<file path="src/rtl/fcr_pkg.sv">
package fcr_pkg;

    typedef enum logic [1:0] {
        FCR_IDLE = 2'd0,
        FCR_CMD  = 2'd1,
        FCR_RSP  = 2'd2
    } fcr_state_e;

endpackage

</file>
<file path="src/rtl/fcr_cmd_tx.sv">
module fcr_cmd_tx #(
    parameter int unsigned ADDR_W = 32,
    parameter int unsigned LEN_W  = 16
) (
    input  logic              clk_i,
    input  logic              rst_ni,
    input  logic              load_i,
    input  logic [ADDR_W-1:0] addr_i,
    input  logic [LEN_W-1:0]  len_i,
    input  logic              tx_full_i,
    output logic              tx_write_o,
    output logic [7:0]        tx_data_o,
    output logic              last_o
);

    localparam int unsigned CMD_W  = ADDR_W + LEN_W;
    localparam int unsigned NBYTES = CMD_W / 8;
    localparam int unsigned CNT_W  = $clog2(NBYTES + 1);

    typedef struct packed {
        logic             active;
        logic [CNT_W-1:0] left;
        logic [CMD_W-1:0] shreg;
    } tx_reg_t;

    tx_reg_t q, d;
    logic    wr;

    always_comb begin
        d  = q;
        wr = q.active && !tx_full_i;
        if (load_i) begin
            d.active = 1'b1;
            d.left   = CNT_W'(NBYTES);
            d.shreg  = {addr_i, len_i};
        end else if (wr) begin
            d.shreg = q.shreg << 8;
            d.left  = q.left - 1'b1;
            if (q.left == CNT_W'(1)) begin
                d.active = 1'b0;
            end
        end
    end

    always_ff @(posedge clk_i) begin
        if (!rst_ni) begin
            q <= '0;
        end else begin
            q <= d;
        end
    end

    assign tx_write_o = wr;
    assign tx_data_o  = q.shreg[CMD_W-1 -: 8];
    assign last_o     = wr && (q.left == CNT_W'(1));

    // a new command is only loaded once the previous one is fully sent
    a_r3_load_when_idle : assert property (@(posedge clk_i) disable iff (!rst_ni)
        load_i |-> !q.active);

    // a stalled byte stays on the data lines until it is written
    a_r4_stall_holds_byte : assert property (@(posedge clk_i) disable iff (!rst_ni)
        (q.active && !tx_write_o && !load_i) |=> (tx_data_o == $past(tx_data_o)));

    // the byte counter never runs past the command size
    a_r3_count_bound : assert property (@(posedge clk_i) disable iff (!rst_ni)
        q.left <= CNT_W'(NBYTES));

endmodule

</file>
<file path="src/rtl/fcr_rsp_rx.sv">
module fcr_rsp_rx #(
    parameter int unsigned LEN_W = 16
) (
    input  logic             clk_i,
    input  logic             rst_ni,
    input  logic             load_i,
    input  logic [LEN_W-1:0] len_i,
    input  logic             rx_empty_i,
    input  logic [7:0]       rx_data_i,
    output logic             rx_read_o,
    output logic             rsp_valid_o,
    output logic [7:0]       rsp_data_o,
    output logic             last_o
);

    typedef struct packed {
        logic             active;
        logic [LEN_W-1:0] left;
        logic             valid;
        logic [7:0]       data;
    } rx_reg_t;

    rx_reg_t q, d;
    logic    rd;

    always_comb begin
        d       = q;
        rd      = q.active && !rx_empty_i;
        d.valid = rd;
        if (rd) begin
            d.data = rx_data_i;
        end
        if (load_i) begin
            d.active = 1'b1;
            d.left   = len_i;
        end else if (rd) begin
            d.left = q.left - 1'b1;
            if (q.left == LEN_W'(1)) begin
                d.active = 1'b0;
            end
        end
    end

    always_ff @(posedge clk_i) begin
        if (!rst_ni) begin
            q <= '0;
        end else begin
            q <= d;
        end
    end

    assign rx_read_o   = rd;
    assign rsp_valid_o = q.valid;
    assign rsp_data_o  = q.data;
    assign last_o      = rd && (q.left == LEN_W'(1));

    // every read acknowledge yields a forwarded byte one cycle later
    a_r6_valid_after_read : assert property (@(posedge clk_i) disable iff (!rst_ni)
        rx_read_o |=> rsp_valid_o);

    // forwarded data equals the byte present at the read
    a_r6_data_from_read : assert property (@(posedge clk_i) disable iff (!rst_ni)
        rx_read_o |=> (rsp_data_o == $past(rx_data_i)));

    // a zero-length transfer never starts the collector
    a_r7_load_nonzero : assert property (@(posedge clk_i) disable iff (!rst_ni)
        load_i |-> (len_i != '0));

endmodule

</file>
<file path="src/rtl/fetch_cmd_requester.sv">
module fetch_cmd_requester
    import fcr_pkg::*;
#(
    parameter int unsigned ADDR_W = 32,
    parameter int unsigned LEN_W  = 16
) (
    input  logic              clk_i,
    input  logic              rst_ni,
    input  logic              start_i,
    input  logic [ADDR_W-1:0] addr_i,
    input  logic [LEN_W-1:0]  len_i,
    output logic              busy_o,
    output logic              done_o,
    input  logic              tx_full_i,
    output logic              tx_write_o,
    output logic [7:0]        tx_data_o,
    input  logic              rx_empty_i,
    output logic              rx_read_o,
    input  logic [7:0]        rx_data_i,
    output logic              rsp_valid_o,
    output logic [7:0]        rsp_data_o
);

    typedef struct packed {
        fcr_state_e       state;
        logic [LEN_W-1:0] len;
        logic             done;
    } top_reg_t;

    top_reg_t q, d;
    logic     tx_load, tx_last;
    logic     rx_load, rx_last;

    always_comb begin
        d       = q;
        d.done  = 1'b0;
        tx_load = 1'b0;
        rx_load = 1'b0;
        unique case (q.state)
            FCR_IDLE: begin
                if (start_i) begin
                    tx_load = 1'b1;
                    d.len   = len_i;
                    d.state = FCR_CMD;
                end
            end
            FCR_CMD: begin
                if (tx_last) begin
                    if (q.len == '0) begin
                        d.state = FCR_IDLE;
                        d.done  = 1'b1;
                    end else begin
                        rx_load = 1'b1;
                        d.state = FCR_RSP;
                    end
                end
            end
            FCR_RSP: begin
                if (rx_last) begin
                    d.state = FCR_IDLE;
                    d.done  = 1'b1;
                end
            end
            default: d.state = FCR_IDLE;
        endcase
    end

    always_ff @(posedge clk_i) begin
        if (!rst_ni) begin
            q <= '{state: FCR_IDLE, len: '0, done: 1'b0};
        end else begin
            q <= d;
        end
    end

    fcr_cmd_tx #(
        .ADDR_W (ADDR_W),
        .LEN_W  (LEN_W)
    ) i_cmd_tx (
        .clk_i      (clk_i),
        .rst_ni     (rst_ni),
        .load_i     (tx_load),
        .addr_i     (addr_i),
        .len_i      (len_i),
        .tx_full_i  (tx_full_i),
        .tx_write_o (tx_write_o),
        .tx_data_o  (tx_data_o),
        .last_o     (tx_last)
    );

    fcr_rsp_rx #(
        .LEN_W (LEN_W)
    ) i_rsp_rx (
        .clk_i       (clk_i),
        .rst_ni      (rst_ni),
        .load_i      (rx_load),
        .len_i       (q.len),
        .rx_empty_i  (rx_empty_i),
        .rx_data_i   (rx_data_i),
        .rx_read_o   (rx_read_o),
        .rsp_valid_o (rsp_valid_o),
        .rsp_data_o  (rsp_data_o),
        .last_o      (rx_last)
    );

    assign busy_o = (q.state != FCR_IDLE);
    assign done_o = q.done;

    // no transmit write lands on a full buffer
    a_r2_write_not_full : assert property (@(posedge clk_i) disable iff (!rst_ni)
        tx_write_o |-> !tx_full_i);

    // no receive read on an empty buffer
    a_r5_read_not_empty : assert property (@(posedge clk_i) disable iff (!rst_ni)
        rx_read_o |-> !rx_empty_i);

    // no read while the command is still going out
    a_r5_no_read_in_cmd : assert property (@(posedge clk_i) disable iff (!rst_ni)
        (q.state != FCR_RSP) |-> !rx_read_o);

    // done lasts a single cycle
    a_r7_done_pulse : assert property (@(posedge clk_i) disable iff (!rst_ni)
        done_o |=> !done_o);

    // busy has dropped when done shows
    a_r1_done_not_busy : assert property (@(posedge clk_i) disable iff (!rst_ni)
        done_o |-> !busy_o);

    // a start while busy leaves the captured length untouched
    a_r8_start_ignored : assert property (@(posedge clk_i) disable iff (!rst_ni)
        (busy_o && start_i) |=> (q.len == $past(q.len)));

    // strobes only while busy
    a_r3_write_only_busy : assert property (@(posedge clk_i) disable iff (!rst_ni)
        tx_write_o |-> busy_o);

endmodule

</file>
<file path="config.mk">
export PLATFORM = sky130hd
export DESIGN_NAME = fetch_cmd_requester
export DESIGN_NICKNAME = d
export VERILOG_FILES = /design/src/rtl/fcr_pkg.sv /design/src/rtl/fcr_cmd_tx.sv /design/src/rtl/fcr_rsp_rx.sv /design/src/rtl/fetch_cmd_requester.sv
export SDC_FILE = /design/constraint.sdc
export NUM_CORES = 1
export LEC_CHECK = 0
export BUFFER_PORTS_ARGS = -buffer_cell sky130_fd_sc_hd__buf_2
export CORE_AREA = 2 2 98 100
export DETAILED_ROUTE_END_ITERATION = 10
export DIE_AREA = 0 0 100 102
export HOLD_SLACK_MARGIN = 0.15
export PLACE_DENSITY = 0.84
export REMOVE_ABC_BUFFERS = 1
export SLEW_MARGIN = 5
export SYNTH_ARGS = -nofsm -noshare
export SYNTH_HDL_FRONTEND = slang
export SYNTH_HIERARCHICAL = 1
export SYNTH_SLANG_ARGS = --single-unit
</file>
<file path="constraint.sdc">
create_clock -name clk_i -period 2.7 [get_ports clk_i]
set_input_delay 0.27 -clock clk_i [delete_from_list [all_inputs] [get_ports clk_i]]
set_output_delay 0.27 -clock clk_i [all_outputs]
set_load 0.01 [all_outputs]
</file>
Yosys cells after proc, flatten, opt, wreduce, memory -nomap -nowiden
Cells that the tools add are included.
{"block": "classes", "addsub": 2, "eq_ne": 7, "n_bitwise": 1, "mux": 20, "reduce_logical": 18}
{"cell": "$mux 52", "n": 2}
{"cell": "$mux 17", "n": 2}
{"cell": "$mux 18", "n": 1}
{"cell": "$eq 16x1->1 const B", "n": 1}
{"cell": "$logic_not 16->1", "n": 1}
{"cell": "$sub 16x1->16 const B", "n": 1}
{"cell": "$mux 1", "n": 10}
{"cell": "$reduce_bool 2->1", "n": 5}
{"cell": "$mux 2", "n": 3}
{"cell": "$pmux 2 s3", "n": 1}
{"cell": "$reduce_and 2->1", "n": 3}
{"cell": "$logic_and 1x1->1", "n": 4}
{"cell": "$ne 2x1->1 const B", "n": 2}
{"cell": "$eq 3x1->1 const B", "n": 1}
{"cell": "$reduce_and 3->1", "n": 1}
{"cell": "$sub 3x1->3 const B", "n": 1}
{"cell": "$eq 2x1->1 const B", "n": 1}
{"cell": "$eq 2x2->1 const B", "n": 1}
{"cell": "$logic_not 1->1", "n": 2}
{"cell": "$logic_not 2->1", "n": 1}
{"cell": "$ne 2x2->1 const B", "n": 1}
{"cell": "$pmux 1 s2", "n": 1}
{"cell": "$reduce_or 2->1", "n": 1}
{"cell": "$not 1->1", "n": 1}
{"block": "word_totals", "output_inout_bits": 21, "regBits": 97}

Depth between registers and ports, before layout
{"block": "depth", "ltp_word": 7, "ltp_mapped": 10, "ltp_nobuf": 8}

Hierarchy
Netlist, hierarchy kept.
{"mod": "fcr_cmd_tx", "instances": 1, "cells_per_inst": 287, "area_each_um2": 2359.8, "seq_area_each_um2": 1041.0}
{"mod": "fcr_rsp_rx", "instances": 1, "cells_per_inst": 155, "area_each_um2": 1338.8, "seq_area_each_um2": 520.5}
{"mod": "fetch_cmd_requester", "instances": 1, "cells_per_inst": 98, "area_each_um2": 775.7, "seq_area_each_um2": 380.4}

Least setup slack after synthesis
Ideal clock, no wire load.
{"block": "synth_timing", "kind": "register to register", "from": "register i_rsp_rx/q[11] (netlist bit)", "to": "register, netlist name q[18]", "path_stages_with_launch": 8, "t_required_ns": 2.583, "period_less_slack_ns": 1.966, "path_slack_ns": 0.734, "t_arrival_ns": 1.849, "path_buffers": 1, "cell_sequence": "dfxtp_1 nor4_2 buf_2 nand4b_1 nor3_1 nor2b_1 or3_1 a32o_1"}
{"element": "from (decl)", "line": "fcr_rsp_rx.sv:23", "text": "rx_reg_t q, d;"}
{"element": "from (signal assigned)", "line": "fcr_rsp_rx.sv:46", "text": "q <= '0;"}
{"element": "from (signal assigned)", "line": "fcr_rsp_rx.sv:48", "text": "q <= d;"}

==> run summary <==
The worst hold path stage count works out to 3. The terminating pin of the worst hold path is q[2]$_SDFFE_PN0P_. In this run, synthesis inferred 0 flip-flops with an integrated enable. The detailed placement HPWL was 6420 um. The power density over the cells works out to 573 nW/um^2. TritonCTS built the clock tree. Synthesis inferred 97 register bits. The via count was 3868; the headroom to the max-slew limit was 56.3%. In the layout the commonest cells are nand2_1, dfxtp_1, buf_2, o21ai_0, a31oi_1.

The run gives 0 as the number of design rule violations left after detail routing. Entering global routing, the biggest net connects 92 pins. Type of the worst setup path: register to register. After layout, the minimum clock period comes to 2.29 ns.

VDD sags by at most 0.336 mV. The leading cell type in the layout, fill and taps excluded is nand2_1. The detail-routed via count per cell is 5.43. Total routed wirelength: 9840 um. Summed over all failing endpoints, the final setup total negative slack is 0 ns. Most used flip-flop cell after synthesis: dfxtp_1. The first TritonRoute pass finished after 4 iterations.

The run finished with clean final reports. The effective utilization at floorplan came out at 49.1%. Clock tree synthesis selected as its root buffer the cell clkbuf_8. Reg-to-reg startpoint: i_rsp_rx/q[25]$_SDFFE_PN0P_.

The count of final hold-check violations was 0; the total setup buffers inserted after CTS was 0. The floorplan step defined a die boundary enclosing 10200 sq um. In this run the horizontal extent of the chip is 100 um. Setup repair after global routing left no endpoint under its margin. The critical path goes through nand2b_1, inv_2, nand4b_1, nor3_1, nor2b_1, or3_1, a32o_1. The floorplan row count was 35; the number of antenna violations at the first check in global routing was 0. For the pin with the worst max-slew slack, the measured transition is 0.656 ns. The fraction of layout cells with a size suffix above 1 came out at 21.6%. The average instance area after synthesis is 8.29 sq um, and the count of nets left with antenna violations after detail routing is 0. The tools report the number of max-slew violations in the final report as 0.

After synthesis the cells add up to 4470 sq um. The number of antenna diodes in the final layout is 0. The worst register-to-register path has a depth of 7.

The capture instance of the worst register-to-register path was q[18]$_SDFFE_PN0P_. For this design the static power due to leakage is 2.00 nW. The tools report the maximum clock frequency as 0.437 GHz. The tools report the worst endpoint required time as 2.95 ns. The total congestion overflow came out at 0.

For the overall routing resource usage, the log shows 19.4%. The synthesized netlist contains 48 unique library cells. Startpoint kind of the worst setup timing path: a register.

In this run the deepest clock path goes through 2 buffers. For the worst-skew pair, the clock arrives at the later sink with an insertion delay of 0.36 ns. Between clock sinks in the finished design, the worst skew comes to 0.0117 ns.

The worst setup path is captured at a register. The largest individual stage delay along the critical path comes from the cell dfxtp_1. Routability-driven placement finished with a final weighted congestion of 0.867. Counting flops with an async set or reset pin after synthesis yields a share of 0%. The tools report the final-report setup violation count as 0. STA puts the critical path data arrival time at 2.54 ns. The share of synthesized area occupied by flip-flops and latches came out at 43.4%. Relative to the synthesized area, the layout overhead comes to 13.3%. The total clock sinks came out at 97.

The longest individual stage delay on the worst path is 0.40 ns, and the maximum level of the CTS H-tree is 3. Post-route clock period utilization: 84.7%. The instance count of the mapped netlist was 540. The tools report the total number of yosys warnings as 6.

The register clock-pin slew on the reported worst setup and hold paths was 0.09 ns. 82 I/O pins were placed. The global-route wire length before repair is 15900 um. Number of global-route vias before repair: 3571. The first routing iteration left 195 violations. For the number of max-capacitance violations reported, the log shows 0. The cell total after placement came out at 682. In this run the most critical hold path is launched from len_i[1]. Clock tree synthesis inserted a total of 9 buffers. Along the worst path, the maximum fanout reaches 14. Port buffering added 81 buffers.

For this run, the post-layout net count is 664. The floorplan step defined a core boundary enclosing 9110 sq um. The finished layout holds 712 standard cells, fillers aside.

Dividing the detail-routed wire length by the instance count gives 13.8 um. The class of the most critical hold timing path is primary input to register. The slack of the worst reg-to-reg path is 0.41 ns. The height of the die works out to 102 um.
critical path: cells and delay by family, from the launching register on:
kind | cells | cell delay, ns
AOI/OAI and AO/OA | 1 | 0.27
and+or+nand+nor | 5 | 1.22
DFF | 1 | 0.40
buffers and inverters | 1 | 0.28
where the power goes:
group          switching, W  internal [W]
clock network      0.000491      0.000503
logic              0.000201      0.000147
registers         0.0000491       0.00151
total              0.000741       0.00216
Yosys cell counts, drive strengths merged (8+ instances only):
master / number / area (sq um)
a21boi: 20 / 150
a21oi: 28 / 140
a31oi: 42 / 319
buf: 32 / 250
clkbuf: 21 / 101
dfxtp: 97 / 1940
inv: 11 / 41.3
nand2: 146 / 576
nand3: 12 / 60.1
nor4: 8 / 77.6
o21ai: 54 / 270
xor2: 10 / 87.6
per-layer routing:
| metal | share of wire (%) | track usage, % |
|---|---|---|
| met5 | 0 | 0 |
| met4 | 0.97 | 5.90 |
| met3 | 5.1 | 4.45 |
| met2 | 48 | 33.8 |
| met1 | 46 | 24.1 |
logic make-up after synthesis:
| family | Yosys count | share of synthesized area [%] |
|---|---|---|
| muxes | 1 | 0.224 |
| adders and majority gates | 7 | 1.96 |
| and+or+nand+nor | 200 | 20.9 |
| buffers and inverters | 67 | 9.26 |
| AOI/OAI and AO/OA | 154 | 21.6 |
| DFF | 97 | 43.4 |
| xor gates and xnor gates | 14 | 2.74 |
registers in the layout, indices dropped and copies added, names as in the netlist:
| register | count |
|---|---|
| i_rsp_rx/q | 17 |
| done_o | 1 |
| i_cmd_tx/q | 44 |
| i_rsp_rx/rsp_valid_o | 1 |
| i_cmd_tx/tx_data_o | 8 |
| q | 18 |
| i_rsp_rx/rsp_data_o | 8 |
area by class of cell:
| cell class | instances | area, sq um |
|---|---|---|
| Tap cell | 111 | 139 |
| Inverter | 14 | 71.3 |
| Sequential cell | 97 | 1940 |
| Fill cell | 829 | 4040 |
| Timing Repair Buffer | 98 | 581 |
| Clock buffer | 12 | 165 |
| Clock inverter | 4 | 50.0 |
| Multi-Input combinational cell | 376 | 2120 |
metrics by stage:
stage / power [W] / util, % / instance area, sq um / hold WS (ns) / worst slack [ns]
finish: 0.00291 / 55.6 / 5070 / 0.160 / 0.414
global route: 0.00305 / 55.6 / 5070 / 0.161 / 0.187
CTS: 0.00292 / 55.4 / 5050 / 0.152 / 0.285
detailed placement: 0.00192 / 51.6 / 4700 / 0.449 / 0.296
global placement: 0.00191 / 51.6 / 4700 / 0.445 / 0.415
floorplan: 0.00179 / - / 4120 / 0.388 / 0.236
worst max path at each step:
stage                                start                           to  slack, ns  cells after the start
3_5_place_dp            q[17]$_SDFFE_PN0P_  i_cmd_tx/q[32]$_SDFFE_PN0P_       0.30                      7
5_1_grt                 q[18]$_SDFFE_PN0P_  i_cmd_tx/q[35]$_SDFFE_PN0P_       0.19                      7
2_1_floorplan                    tx_full_i  i_rsp_rx/q[10]$_SDFFE_PN0P_       0.24                      6
6_report       i_rsp_rx/q[25]$_SDFFE_PN0P_           q[18]$_SDFFE_PN0P_       0.41                      7
3_3_place_gp            q[17]$_SDFFE_PN0P_  i_cmd_tx/q[31]$_SDFFE_PN0P_       0.42                      7
4_1_cts                 q[17]$_SDFFE_PN0P_  i_cmd_tx/q[32]$_SDFFE_PN0P_       0.29                      7
what timing repair did:
item | in CTS | in global routing
endpoints found under the setup margin | 0 | 10
hold buffers | 13 | 1
endpoints found under the hold margin | 13 | 1
gates resized for setup | 0 | 1
Power figures use the tool's default switching activity.
